===== src/rtl/dl_pkg.sv =====
package dl_pkg;
    localparam int WORD_W = 32;

    localparam logic [7:0] OFS_STATUS = 8'h00;
    localparam logic [7:0] OFS_CMD    = 8'h04;
    localparam logic [7:0] OFS_STAGE0 = 8'h08;
    localparam logic [7:0] OFS_STAGE1 = 8'h0C;
    localparam logic [7:0] OFS_FFLAG  = 8'h10;
    localparam logic [7:0] OFS_FTYPE  = 8'h14;

    localparam logic [7:0] OP_LAUNCH  = 8'hA0;
    localparam logic [7:0] OP_NOP     = 8'h18;
    localparam logic [7:0] NS_MASK    = 8'h02;

    localparam int FT_UNDEF_BIT  = 0;
    localparam int FT_LAUNCH_BIT = 4;

    typedef enum logic [1:0] {ST_IDLE, ST_EXEC, ST_WAIT} dl_state_e;
    typedef enum logic [1:0] {ACT_NONE, ACT_LAUNCH, ACT_UNDEF, ACT_LERR} dl_action_e;

    typedef struct packed {
        logic        to_chan;
        logic [7:0]  chan_sel;
        logic [7:0]  op;
        logic [7:0]  arg;
        logic [31:0] tail;
    } dl_instr_t;

    typedef struct packed {
        dl_action_e  act;
        logic [7:0]  chan;
        logic [31:0] pc;
        logic        ns;
    } dl_decode_t;

    function automatic dl_instr_t unpack_stage(input logic [31:0] s0, input logic [31:0] s1);
        dl_instr_t r;
        r.to_chan  = s0[0];
        r.chan_sel = s0[15:8];
        r.op       = s0[23:16];
        r.arg      = s0[31:24];
        r.tail     = s1;
        return r;
    endfunction

    function automatic logic is_launch(input logic [7:0] op);
        return (op & ~NS_MASK) == OP_LAUNCH;
    endfunction
endpackage


===== src/rtl/dl_stage.sv =====
module dl_stage
    import dl_pkg::*;
(
    input  logic        clk,
    input  logic        rst,
    input  logic        wr0,
    input  logic        wr1,
    input  logic [31:0] wdata,
    output dl_instr_t   instr
);
    logic [31:0] stage0_q, stage1_q;

    always_ff @(posedge clk) begin
        if (rst) begin
            stage0_q <= '0;
            stage1_q <= '0;
        end else begin
            if (wr0) stage0_q <= wdata;
            if (wr1) stage1_q <= wdata;
        end
    end

    assign instr = unpack_stage(stage0_q, stage1_q);
endmodule


===== src/rtl/dl_decode.sv =====
module dl_decode
    import dl_pkg::*;
#(
    parameter int NCH = 8
) (
    input  dl_instr_t        instr,
    input  logic [NCH-1:0]   ch_stopped,
    output dl_decode_t       dec
);
    localparam int CH_W = (NCH > 1) ? $clog2(NCH) : 1;
    localparam logic [7:0] NCH_B = 8'(NCH);

    logic target_ok;
    logic target_stopped;

    assign target_ok      = instr.arg < NCH_B;
    assign target_stopped = ch_stopped[instr.arg[CH_W-1:0]];

    always_comb begin
        dec.chan = instr.arg;
        dec.pc   = instr.tail;
        dec.ns   = |(instr.op & NS_MASK);
        dec.act  = ACT_UNDEF;
        if (instr.to_chan) begin
            if (instr.chan_sel < NCH_B && instr.op == OP_NOP)
                dec.act = ACT_NONE;
        end else if (instr.op == OP_NOP) begin
            dec.act = ACT_NONE;
        end else if (is_launch(instr.op)) begin
            if (!target_ok)           dec.act = ACT_UNDEF;
            else if (!target_stopped) dec.act = ACT_LERR;
            else                      dec.act = ACT_LAUNCH;
        end
    end
endmodule


===== src/rtl/dl_ctrl.sv =====
module dl_ctrl
    import dl_pkg::*;
#(
    parameter int NCH = 8
) (
    input  logic             clk,
    input  logic             rst,
    input  logic             cmd_go,
    input  dl_decode_t       dec,
    input  logic [NCH-1:0]   ch_ack,
    output logic             busy,
    output logic [NCH-1:0]   ch_start,
    output logic [31:0]      ch_start_pc,
    output logic             ch_nonsecure,
    output logic             fault_flag,
    output logic [31:0]      fault_type
);
    localparam int CH_W = (NCH > 1) ? $clog2(NCH) : 1;

    dl_state_e       state_q;
    logic [CH_W-1:0] chan_q;
    logic [31:0]     pc_q;
    logic            ns_q;
    logic            fflag_q;
    logic [31:0]     ftype_q;

    always_ff @(posedge clk) begin
        if (rst) begin
            state_q <= ST_IDLE;
            chan_q  <= '0;
            pc_q    <= '0;
            ns_q    <= 1'b0;
            fflag_q <= 1'b0;
            ftype_q <= '0;
        end else begin
            case (state_q)
                ST_IDLE: if (cmd_go) state_q <= ST_EXEC;
                ST_EXEC: begin
                    state_q <= ST_IDLE;
                    case (dec.act)
                        ACT_LAUNCH: begin
                            state_q <= ST_WAIT;
                            chan_q  <= dec.chan[CH_W-1:0];
                            pc_q    <= dec.pc;
                            ns_q    <= dec.ns;
                        end
                        ACT_UNDEF: begin
                            fflag_q               <= 1'b1;
                            ftype_q[FT_UNDEF_BIT] <= 1'b1;
                        end
                        ACT_LERR: begin
                            fflag_q                <= 1'b1;
                            ftype_q[FT_LAUNCH_BIT] <= 1'b1;
                        end
                        default: ;
                    endcase
                end
                ST_WAIT: if (ch_ack[chan_q]) state_q <= ST_IDLE;
                default: state_q <= ST_IDLE;
            endcase
        end
    end

    assign busy         = state_q != ST_IDLE;
    assign ch_start     = (state_q == ST_WAIT) ? (NCH'(1) << chan_q) : '0;
    assign ch_start_pc  = pc_q;
    assign ch_nonsecure = ns_q;
    assign fault_flag   = fflag_q;
    assign fault_type   = ftype_q;

    // at most one channel is asked to start
    a_r4_start_onehot: assert property (@(posedge clk) disable iff (rst)
        $onehot0(ch_start));
    // an unacknowledged start holds with its address and flag
    a_r4_start_held: assert property (@(posedge clk) disable iff (rst)
        (|(ch_start & ~ch_ack)) |=> (ch_start == $past(ch_start)) && $stable(ch_start_pc) && $stable(ch_nonsecure));
    // a start request is only visible while busy
    a_r5_busy_with_start: assert property (@(posedge clk) disable iff (rst)
        (|ch_start) |-> busy);
    // a command accepted from idle makes the block busy
    a_r5_cmd_busy: assert property (@(posedge clk) disable iff (rst)
        (cmd_go && !busy) |=> busy);
    // fault bits never clear outside reset
    a_r10_fault_sticky: assert property (@(posedge clk) disable iff (rst)
        1'b1 |=> ((fault_type & $past(fault_type)) == $past(fault_type)) && (fault_flag || !$past(fault_flag)));
endmodule


===== src/rtl/dbg_launch_top.sv =====
module dbg_launch_top
    import dl_pkg::*;
#(
    parameter int NCH    = 8,
    parameter int ADDR_W = 8
) (
    input  logic              clk,
    input  logic              rst,
    input  logic              bus_wr,
    input  logic [ADDR_W-1:0] bus_addr,
    input  logic [31:0]       bus_wdata,
    output logic [31:0]       bus_rdata,
    input  logic [NCH-1:0]    ch_stopped,
    input  logic [NCH-1:0]    ch_ack,
    output logic [NCH-1:0]    ch_start,
    output logic [31:0]       ch_start_pc,
    output logic              ch_nonsecure
);
    dl_instr_t   instr;
    dl_decode_t  dec;
    logic        busy;
    logic        fault_flag;
    logic [31:0] fault_type;
    logic        wr_s0, wr_s1, cmd_go;

    assign wr_s0  = bus_wr && bus_addr == ADDR_W'(OFS_STAGE0);
    assign wr_s1  = bus_wr && bus_addr == ADDR_W'(OFS_STAGE1);
    assign cmd_go = bus_wr && bus_addr == ADDR_W'(OFS_CMD) && bus_wdata == '0;

    dl_stage u_stage (
        .clk(clk), .rst(rst), .wr0(wr_s0), .wr1(wr_s1),
        .wdata(bus_wdata), .instr(instr)
    );

    dl_decode #(.NCH(NCH)) u_decode (
        .instr(instr), .ch_stopped(ch_stopped), .dec(dec)
    );

    dl_ctrl #(.NCH(NCH)) u_ctrl (
        .clk(clk), .rst(rst), .cmd_go(cmd_go), .dec(dec), .ch_ack(ch_ack),
        .busy(busy), .ch_start(ch_start), .ch_start_pc(ch_start_pc),
        .ch_nonsecure(ch_nonsecure), .fault_flag(fault_flag), .fault_type(fault_type)
    );

    always_comb begin
        bus_rdata = '0;
        if (bus_addr == ADDR_W'(OFS_STATUS))     bus_rdata = {31'b0, busy};
        else if (bus_addr == ADDR_W'(OFS_FFLAG)) bus_rdata = {31'b0, fault_flag};
        else if (bus_addr == ADDR_W'(OFS_FTYPE)) bus_rdata = fault_type;
    end
endmodule


===== config.mk =====
export PLATFORM = sky130hd
export DESIGN_NAME = dbg_launch_top
export DESIGN_NICKNAME = d
export VERILOG_FILES = /design/src/rtl/dl_pkg.sv /design/src/rtl/dl_stage.sv /design/src/rtl/dl_decode.sv /design/src/rtl/dl_ctrl.sv /design/src/rtl/dbg_launch_top.sv
export SDC_FILE = /design/constraint.sdc
export NUM_CORES = 1
export LEC_CHECK = 0
export ABC_AREA = 1
export BUFFER_PORTS_ARGS = -buffer_cell sky130_fd_sc_hd__buf_4
export CORE_MARGIN = 2
export CORE_UTILIZATION = 30
export DETAILED_ROUTE_END_ITERATION = 10
export SYNTH_ARGS = -nofsm -noshare
export SYNTH_HDL_FRONTEND = slang
export SYNTH_HIERARCHICAL = 1
export SYNTH_SLANG_ARGS = --single-unit

===== constraint.sdc =====
create_clock -name clk -period 1.5 [get_ports clk]
set_clock_uncertainty 0.05 [all_clocks]
set_input_delay 0.225 -clock clk [delete_from_list [all_inputs] [get_ports clk]]
set_output_delay 0.225 -clock clk [all_outputs]
set_load 0.02 [all_outputs]

==> results of run 1 <==
==> repair_timing <==
item | in CTS | in global routing
gates resized for setup | 44 | 78
setup endpoints to repair | 47 | 49
pin swaps | 4 | 16
buffers inserted | 3 | 2
cloned | 4 | 2
==> report_power, final <==
part | leakage (nW) | internal (mW) | switching, mW
Clock | 0.150 | 1.33 | 1.06
Combinational | 2.05 | 0.179 | 0.199
Sequential | 0.773 | 2.52 | 0.00196
Total | 2.98 | 4.03 | 1.26
==> state kept, by name (all words and copies together), names as in the netlist <==
register / flops
u_ctrl/ch_start_pc: 32
u_ctrl/ch_nonsecure: 1
u_ctrl/state_q: 2
u_ctrl/chan_q: 3
u_ctrl/fault_flag: 1
u_stage/stage0_q: 22
u_ctrl/fault_type: 2
u_stage/stage1_q: 32
==> final cells by class <==
type	count	share of cell area (%)
Multi-Input combinational cell	513	36.85
Tap cell	225	4.177
Inverter	116	6.646
Clock inverter	7	1.281
Timing Repair Buffer	138	19.12
Clock buffer	9	3.341
Sequential cell	95	28.59
==> through the flow <==
step / instances / hold slack (ns)
5_1_grt: 1103 / 0.1508
6_report: 1103 / 0.1279
3_3_place_gp: 1077 / 0.3995
2_1_floorplan: 824 / 0.3538
4_1_cts: 1100 / 0.1214
3_5_place_dp: 1077 / 0.4055
==> layer usage <==
metal / global-route usage [%] / up-vias / part of all wire [%]
met5: 0 / - / 0
li1: - / 2403 / -
met4: 4.167 / 0 / 1.1
met2: 22.59 / 92 / 48
met3: 3.255 / 8 / 4.9
met1: 17.38 / 1965 / 46
==> cell usage in the layout (no fill, tap or decap) <==
master and instances:
nor2_4 15, buf_16 3, inv_8 2, inv_1 102, clkbuf_16 11, a21oi_1 33, nand2_2 28, buf_8 1
buf_4 113, nor2_2 42, o21ba_2 1, nor2_1 123, nor3_2 2, dfxtp_4 3, nand3_2 1, a211oi_2 3
dfxtp_1 81, nand2_4 10, nor3_1 2, and2_1 1, clkinv_4 1, nor3_4 4, dfxtp_2 11, nand4_1 5
conb_1 30, inv_6 2, a21oi_2 3, inv_2 13, bufinv_16 1, nand3_1 15, nand2_1 194, o21ai_0 1
inv_12 1, clkinvlp_4 1, buf_6 10, buf_12 9
==> tightest hold or removal path, delay by kind of cell <==
kind / cells / cell delay (ns)
buffers and inverters: 2 / 0.11
AND/OR/NAND/NOR: 3 / 0.15
==> how the worst max path moves through the flow <==
| stage | end | slack (ns) |
|---|---|---|
| floorplan | u_ctrl/chan_q[0] | -0.09 |
| global placement | u_ctrl/chan_q[0] | -0.35 |
| detailed placement | u_ctrl/ch_start_pc[3] | -0.36 |
| CTS | u_ctrl/ch_start_pc[6] | -0.34 |
| global route | u_ctrl/ch_start_pc[24] | -0.49 |
| finish | u_ctrl/ch_start_pc[24] | -0.39 |
==> flow_summary.yaml, run 1 <==
floorplanning:
  die_x_um: 135.6
  coreArea_sq_um: 17120
  die_area_sq_um: 18380
  dieHeight_um: 135.6
  boundaryPins: 132
  start_util_pct: 30.34
  row_count: 48
critical_path:
  reg2reg_depth: 14
  path_cells: "inv_2, nand2_2, nor2_2, nand2_1, nor2_2, nand3_2, nand2_2, inv_2, nor3_4, buf_6, inv_12, clkbuf_16, nand2_1, a21oi_1"
  path_buf_inv: 5
  crit_path_start: "u_stage/stage0_q[16]"
  r2r_end: "u_ctrl/ch_start_pc[24]"
  worstReg2RegStart: "u_stage/stage0_q[16]"
  worstSetupStartpointType: "flop"
  cpLargestDelayFamily: "simple AND/OR/NAND/NOR gates"
  crit_slowest_cell: "dfxtp_2"
  crit_path_end_kind: "flop"
  critPathMaxStageDelay_ns: 0.32
  worstSetupPathType: "flop to flop"
  arrival_ns: 2.07
  r2r_slack_ns: -0.39
  required_ns: 1.68
  path_max_fanout: 7
  cp_num_cells: 14
place:
  gp_congestion: 0.8099
  post-dp-hpwl_um: 8844
  pre_cts_ws_ns: -0.3552
  port_buffers: 101
  placed_area_sq_um: 5897
final_layout:
  multi_input_area_sq_um: 2484
  syn2layout_area_growth_pct: 29.78
  post-route-util_pct: 39.38
  drive_gt1_share_pct: 33.14
  fill_cells: 1810
  nets: 932
  ff_latch_area_sq_um: 1927
  antenna-diode-count: 0
  final_area_sq_um: 6740
logic_synthesis:
  synth.cell_area_sq_um: 5194
  yosysWarningCount: 6
  postSynthAreaPerCell_sq_um: 6.533
  syn_inst: 795
global_route:
  grt_pass1_vias: 3999
  antenna_found_initial: 0
  grt.overflow.total: 0
  grt_use_total_pct: 13.58
  grt_max_degree: 45
  grt_pass1_wl_um: 19490
sta:
  finalHoldViolCount: 0
  tns_ns: -13.45
  grt_setup_unrepaired: "yes"
  fin_crit_ns: 1.890
  setup_viol: 45
  fin_ws_ns: -0.3899
  min_period_over_period_pct: 126.0
  final_max_slew_viol_count: 0
  fmax_mhz: 529.1
job:
  max_cap_viol_count: 0
cts:
  numCtsBuffers: 9
  htree_levels: 3
  clockRootBuffer: "clkbuf_16"
  clk_pin_slew_worst_paths_ns: 0.07
  cts.sinks: 95
  clock_latency_ns: 0.34
  postCtsHoldBufs: 0
  cts_tree: "built"
  clockBufferDepth: 2
worst_hold_path:
  hp-start: "bus_wdata[4]"
  hold_end: "u_stage/stage1_q[4]"
  hp-class: "input port to flop"
  min_delay_path_depth: 5
pwr:
  p_leak_nw: 2.975
  ir_drop_v: 0.0006768
  powerDensity_nw_per_um2: 784.0
  power_mw: 5.284
run_status:
  violations: "setup timing"
  status: "finished, violations left"
route:
  viasPerCell: 4.051
  wl_per_cell_um: 11.53
  dr.pass1.iters: 4
  wl_um: 12720
  ant_nets: 0
  dr_total_vias: 4468
  drt_iter0_drc: 233
  drc: 0
(Power assumes the default switching activity.)
==> run 2: changes to the inputs <==
--- a/config.mk
+++ b/config.mk
@@ -9,6 +9,7 @@
 export BUFFER_PORTS_ARGS = -buffer_cell sky130_fd_sc_hd__buf_4
 export CORE_MARGIN = 2
 export CORE_UTILIZATION = 30
+export CTS_BUF_LIST = sky130_fd_sc_hd__clkbuf_4 sky130_fd_sc_hd__clkbuf_8
 export DETAILED_ROUTE_END_ITERATION = 10
 export SYNTH_ARGS = -nofsm -noshare
 export SYNTH_HDL_FRONTEND = slang
==> run 2 against run 1 <==
- the run still ends with setup timing left
- routed wire length shrank 0.26%
- cell area shrank 3.3%
- total power shrank 11%
- via count is the same
- non-clock buffer count is the same
- setup slack gained 0.011 ns
- critical path depth is the same
- sequential share of layout area grew 0.97 points
- die area is the same
- sequential power is essentially flat
- register-to-register slack is essentially flat
- largest cell class unchanged
==> flow_summary.yaml, run 2 (synthesis gave the netlist of run 1 again) <==
run_status:
  status: "finished, violations left"
  violations: "setup timing"
cts:
  cts_tree: "built"
  htree_levels: 3
  postCtsHoldBufs: 0
  cts.sinks: 95
  numCtsBuffers: 9
  clockRootBuffer: "clkbuf_8"
  clockBufferDepth: 2
  clk_pin_slew_worst_paths_ns: 0.10
  clock_latency_ns: 0.37
final_layout:
  mostFrequentLayoutCells: "224 x nand2_1, 123 x nor2_1, 115 x buf_4"
  antenna-diode-count: 0
  final_common_cell: "nand2_1"
  fill_cells: 1830
  nets: 932
  drive_gt1_share_pct: 30.18
  syn2layout_area_growth_pct: 25.51
sta:
  tns_ns: -13.82
  grt_setup_unrepaired: "yes"
  final_max_slew_viol_count: 0
  fin_crit_ns: 1.879
  fin_ws_ns: -0.3794
  fmax_mhz: 532.1
  setup_viol: 45
  min_period_over_period_pct: 125.3
  finalHoldViolCount: 0
critical_path:
  cpLargestDelayFamily: "simple AND/OR/NAND/NOR gates"
  critPathMaxStageDelay_ns: 0.33
  reg2reg_depth: 14
  path_cells: "inv_2, nand2_4, nor2_2, nand2_1, nor2_2, nand3_2, nand2_2, inv_2, nor3_4, buf_6, inv_8, buf_16, nand2_1, a21oi_2"
  required_ns: 1.72
  r2r_end: "u_ctrl/ch_start_pc[9]"
  crit_path_end_kind: "flop"
  arrival_ns: 2.10
  crit_slowest_cell: "dfxtp_2"
  worstReg2RegStart: "u_stage/stage0_q[18]"
  path_max_fanout: 14
  path_buf_inv: 5
  worstSetupPathType: "flop to flop"
  r2r_slack_ns: -0.38
  worstSetupStartpointType: "flop"
floorplanning:
  die_x_um: 135.6
  row_count: 48
  boundaryPins: 132
  die_area_sq_um: 18380
  coreArea_sq_um: 17120
  dieHeight_um: 135.6
  start_util_pct: 30.34
place:
  gp_congestion: 0.8099
  post-dp-hpwl_um: 8844
  port_buffers: 101
  pre_cts_ws_ns: -0.3552
global_route:
  antenna_found_initial: 0
  grt_max_degree: 45
  grt_use_total_pct: 13.51
  grt.overflow.total: 0
  grt_pass1_vias: 3973
  grt_pass1_wl_um: 19400
pwr:
  power_mw: 4.704
  p_leak_nw: 2.903
  ir_drop_v: 0.0004915
  powerDensity_nw_per_um2: 721.5
route:
  viasPerCell: 4.051
  drt_iter0_drc: 275
  drc: 0
  wl_um: 12690
  dr.pass1.iters: 4
  wl_per_cell_um: 11.50
  ant_nets: 0
  dr_total_vias: 4468
worst_hold_path:
  hold_end: "u_stage/stage1_q[4]"
  hp-class: "input port to flop"
  min_delay_path_depth: 5
  hp-start: "bus_wdata[4]"
job:
  max_cap_viol_count: 0
-- run 2: changes by cell type in the layout (fill, tap and decap cells not counted), sizes merged --
cell | previous run | this run
clkbuf | 11 | 10
buf | 136 | 137
-- run 2: metrics by stage --
stage | std cells | util (%) | instance area [sq um] | hold WS (ns)
6_report | 1103 | 38.08 | 6519 | 0.09823
5_1_grt | 1103 | 38.08 | 6519 | 0.1059
4_1_cts | 1100 | 36.91 | 6317 | 0.07622
3_5_place_dp | 1077 | 34.45 | 5897 | 0.4055
3_3_place_gp | 1077 | 34.45 | 5897 | 0.3995
2_1_floorplan | 824 | - | 5355 | 0.3538
-- run 2: layout make-up --
cell class / count / area, sq um / share of cell area [%]
multi-input cells: 513 / 2396 / 36.76
flip-flops and latches: 95 / 1927 / 29.56
repair buffers: 138 / 1259 / 19.31
inverters: 116 / 445.4 / 6.833
well taps: 225 / 281.5 / 4.319
clock buffers: 9 / 123.9 / 1.900
clock inverters: 7 / 86.33 / 1.324
-- run 2: power by group --
group	leakage (nW)	total, mW	switching (mW)	internal [mW]
logic	2.03	0.379	0.200	0.179
registers	0.773	2.52	0.00196	2.52
clock network	0.104	1.81	0.996	0.809
-- run 2: layer usage --
layer | track usage (%) | vias up | wire length, um
met5 | 0 | - | 0
met3 | 3.404 | 11 | 654
li1 | - | 2393 | -
met2 | 22.62 | 100 | 6130
met4 | 4.051 | 0 | 157
met1 | 17.11 | 1964 | 5746
-- run 2: worst max path at each step --
stage,start,to,slack [ns],cells past startpoint
2_1_floorplan,u_stage/stage0_q[16],u_ctrl/chan_q[0],-0.09,13
3_3_place_gp,u_stage/stage0_q[30],u_ctrl/chan_q[0],-0.35,10
3_5_place_dp,u_stage/stage0_q[30],u_ctrl/ch_start_pc[3],-0.36,11
4_1_cts,u_stage/stage0_q[18],u_ctrl/ch_nonsecure,-0.32,13
5_1_grt,u_stage/stage0_q[18],u_ctrl/ch_start_pc[7],-0.47,14
6_report,u_stage/stage0_q[18],u_ctrl/ch_start_pc[9],-0.38,14
-- run 2: tightest hold or removal path, cell delays in order --
cell and delay (ns):
buf_4 0.08, inv_1 0.03, nand2_1 0.04, nand2_1 0.04
nor2_1 0.07
-- run 2: what timing repair did --
action	CTS	global route
buffers inserted	4	2
pin swaps	9	13
cloned	3	1
endpoints found under the setup margin	48	49
resized for setup	39	51
==> run 3: changes to the inputs <==
--- a/config.mk
+++ b/config.mk
@@ -11,6 +11,7 @@
 export CORE_UTILIZATION = 30
 export CTS_BUF_LIST = sky130_fd_sc_hd__clkbuf_4 sky130_fd_sc_hd__clkbuf_8
 export DETAILED_ROUTE_END_ITERATION = 10
+export SKIP_LAST_GASP = 1
 export SYNTH_ARGS = -nofsm -noshare
 export SYNTH_HDL_FRONTEND = slang
 export SYNTH_HIERARCHICAL = 1
==> run 3 against run 2 <==
- the flow still finishes with violations (setup timing)
- via count barely moved
- first-iteration DRC count is 0.36% higher
- sequential power barely moved
- sequential cell count unchanged
- routed wire length decreased by 0.13%
- global-route usage is the same
- die area unchanged
- setup slack improved by 0.0014 ns
- register-to-register slack about the same
- largest power group unchanged
==> flow_summary.yaml, run 3 (synthesis gave the netlist of run 1 again) <==
run_status:
  status: "finished, violations left"
  violations: "setup timing"
place:
  place_inst: 1077
  gp_congestion: 0.8099
  port_buffers: 101
  post-dp-hpwl_um: 8844
final_layout:
  drive_gt1_share_pct: 29.95
  antenna-diode-count: 0
  nets: 932
  final_common_cell: "nand2_1"
  fill_cells: 1830
  instances_no_fill: 1103
  mostFrequentLayoutCells: "225 x nand2_1, 123 x nor2_1, 115 x buf_4"
  syn2layout_area_growth_pct: 25.46
cts:
  cts_tree: "built"
  htree_levels: 3
  clockRootBuffer: "clkbuf_8"
  clk_pin_slew_worst_paths_ns: 0.10
  numCtsBuffers: 9
  cts.sinks: 95
  postCtsHoldBufs: 0
  clockBufferDepth: 2
  clock_latency_ns: 0.37
sta:
  finalHoldViolCount: 0
  final_max_slew_viol_count: 0
  grt_setup_unrepaired: "yes"
  fmax_mhz: 532.5
  min_period_over_period_pct: 125.2
  fin_crit_ns: 1.878
  setup_viol: 45
  finalHoldWorstSlack_ns: 0.09884
  fin_ws_ns: -0.3779
worst_hold_path:
  hold_end: "u_stage/stage1_q[4]"
  hp-class: "input port to flop"
  min_delay_path_depth: 5
  hp-start: "bus_wdata[4]"
route:
  dr.pass1.iters: 4
  wl_um: 12670
  dr_total_vias: 4467
  wl_per_cell_um: 11.49
  drc: 0
  viasPerCell: 4.050
  ant_nets: 0
  drt_iter0_drc: 276
critical_path:
  r2r_end: "u_ctrl/ch_start_pc[9]"
  reg2reg_depth: 14
  arrival_ns: 2.10
  worstSetupStartpointType: "flop"
  required_ns: 1.72
  worstReg2RegStart: "u_stage/stage0_q[18]"
  crit_path_end_kind: "flop"
  critPathMaxStageDelay_ns: 0.33
  crit_slowest_cell: "dfxtp_2"
  path_max_fanout: 14
  worstSetupPathType: "flop to flop"
  path_cells: "inv_2, nand2_4, nor2_2, nand2_1, nor2_2, nand3_2, nand2_2, inv_2, nor3_4, buf_6, inv_8, buf_16, nand2_1, a21oi_2"
  r2r_slack_ns: -0.38
floorplanning:
  boundaryPins: 132
  start_util_pct: 30.34
  row_count: 48
  die_area_sq_um: 18380
  coreArea_sq_um: 17120
  dieHeight_um: 135.6
  die_x_um: 135.6
global_route:
  grt_pass1_vias: 3973
  antenna_found_initial: 0
  grt_pass1_wl_um: 19400
  grt_max_degree: 45
  grt_use_total_pct: 13.51
  grt.overflow.total: 0
pwr:
  ir_drop_v: 0.0004904
  powerDensity_nw_per_um2: 721.9
  p_leak_nw: 2.902
job:
  max_cap_viol_count: 0
## run 3: cell counts in the layout (fill, tap and decap cells not counted)
No cell type changed its count.
## run 3: area by class of cell
type / instances / area, sq um / area share, %
Sequential cell: 95 / 1927 / 29.57
Clock buffer: 9 / 123.9 / 1.901
Multi-Input combinational cell: 513 / 2394 / 36.73
Inverter: 116 / 445.4 / 6.836
Clock inverter: 7 / 86.33 / 1.325
Timing Repair Buffer: 138 / 1259 / 19.32
Tap cell: 225 / 281.5 / 4.320
## run 3: metal layers
layer / routed length, um / vias to the layer above / part of all wire [%] / GRT usage (%)
met2: 6104 / 99 / 48 / 22.62
li1: - / 2394 / - / -
met5: 0 / - / 0 / 0
met1: 5755 / 1963 / 45 / 17.11
met3: 655 / 11 / 5.2 / 3.404
met4: 157 / 0 / 1.2 / 4.051
## run 3: what timing repair did
action                     in CTS  in global routing
setup buffers                   4                  2
gates resized for setup        38                 50
setup endpoints to repair      48                 49
gates cloned                    3                  1
pin swaps                       9                 13
## run 3: how the worst max path moves through the flow
stage / start / endpoint / slack, ns / cells after the start
after floorplan: u_stage/stage0_q[16] / u_ctrl/chan_q[0] / -0.09 / 13
after global placement: u_stage/stage0_q[30] / u_ctrl/chan_q[0] / -0.35 / 10
after detailed placement: u_stage/stage0_q[30] / u_ctrl/ch_start_pc[3] / -0.36 / 11
after CTS: u_stage/stage0_q[18] / u_ctrl/ch_nonsecure / -0.32 / 13
after global routing: u_stage/stage0_q[18] / u_ctrl/ch_start_pc[7] / -0.47 / 14
final: u_stage/stage0_q[18] / u_ctrl/ch_start_pc[9] / -0.38 / 14
## run 3: worst max-delay path: cells and delay by family, from the launching register on
kind / cells / cell delay [ns]
flip-flops: 1 / 0.33
AO/OA/AOI/OAI: 1 / 0.05
AND/OR/NAND/NOR: 8 / 0.84
buffers and inverters: 5 / 0.51
## run 3: power by group
part | switching (mW) | internal (mW) | leakage, nW
combinational | 0.199 | 0.179 | 2.02
sequential | 0.00195 | 2.52 | 0.773
clock | 0.997 | 0.809 | 0.104
## run 3: metrics by stage
stage / TNS, ns / setup WS [ns] / area (sq um) / power, mW / utilization [%]
floorplan: -2.747 / -0.08506 / 5355 / 2.828 / -
global placement: -22.56 / -0.3491 / 5897 / 2.959 / 34.45
detailed placement: -20.34 / -0.3552 / 5897 / 2.959 / 34.45
CTS: -11.43 / -0.3223 / 6317 / 4.772 / 36.91
global route: -17.39 / -0.4729 / 6516 / 4.910 / 38.07
finish: -13.76 / -0.3779 / 6516 / 4.704 / 38.07
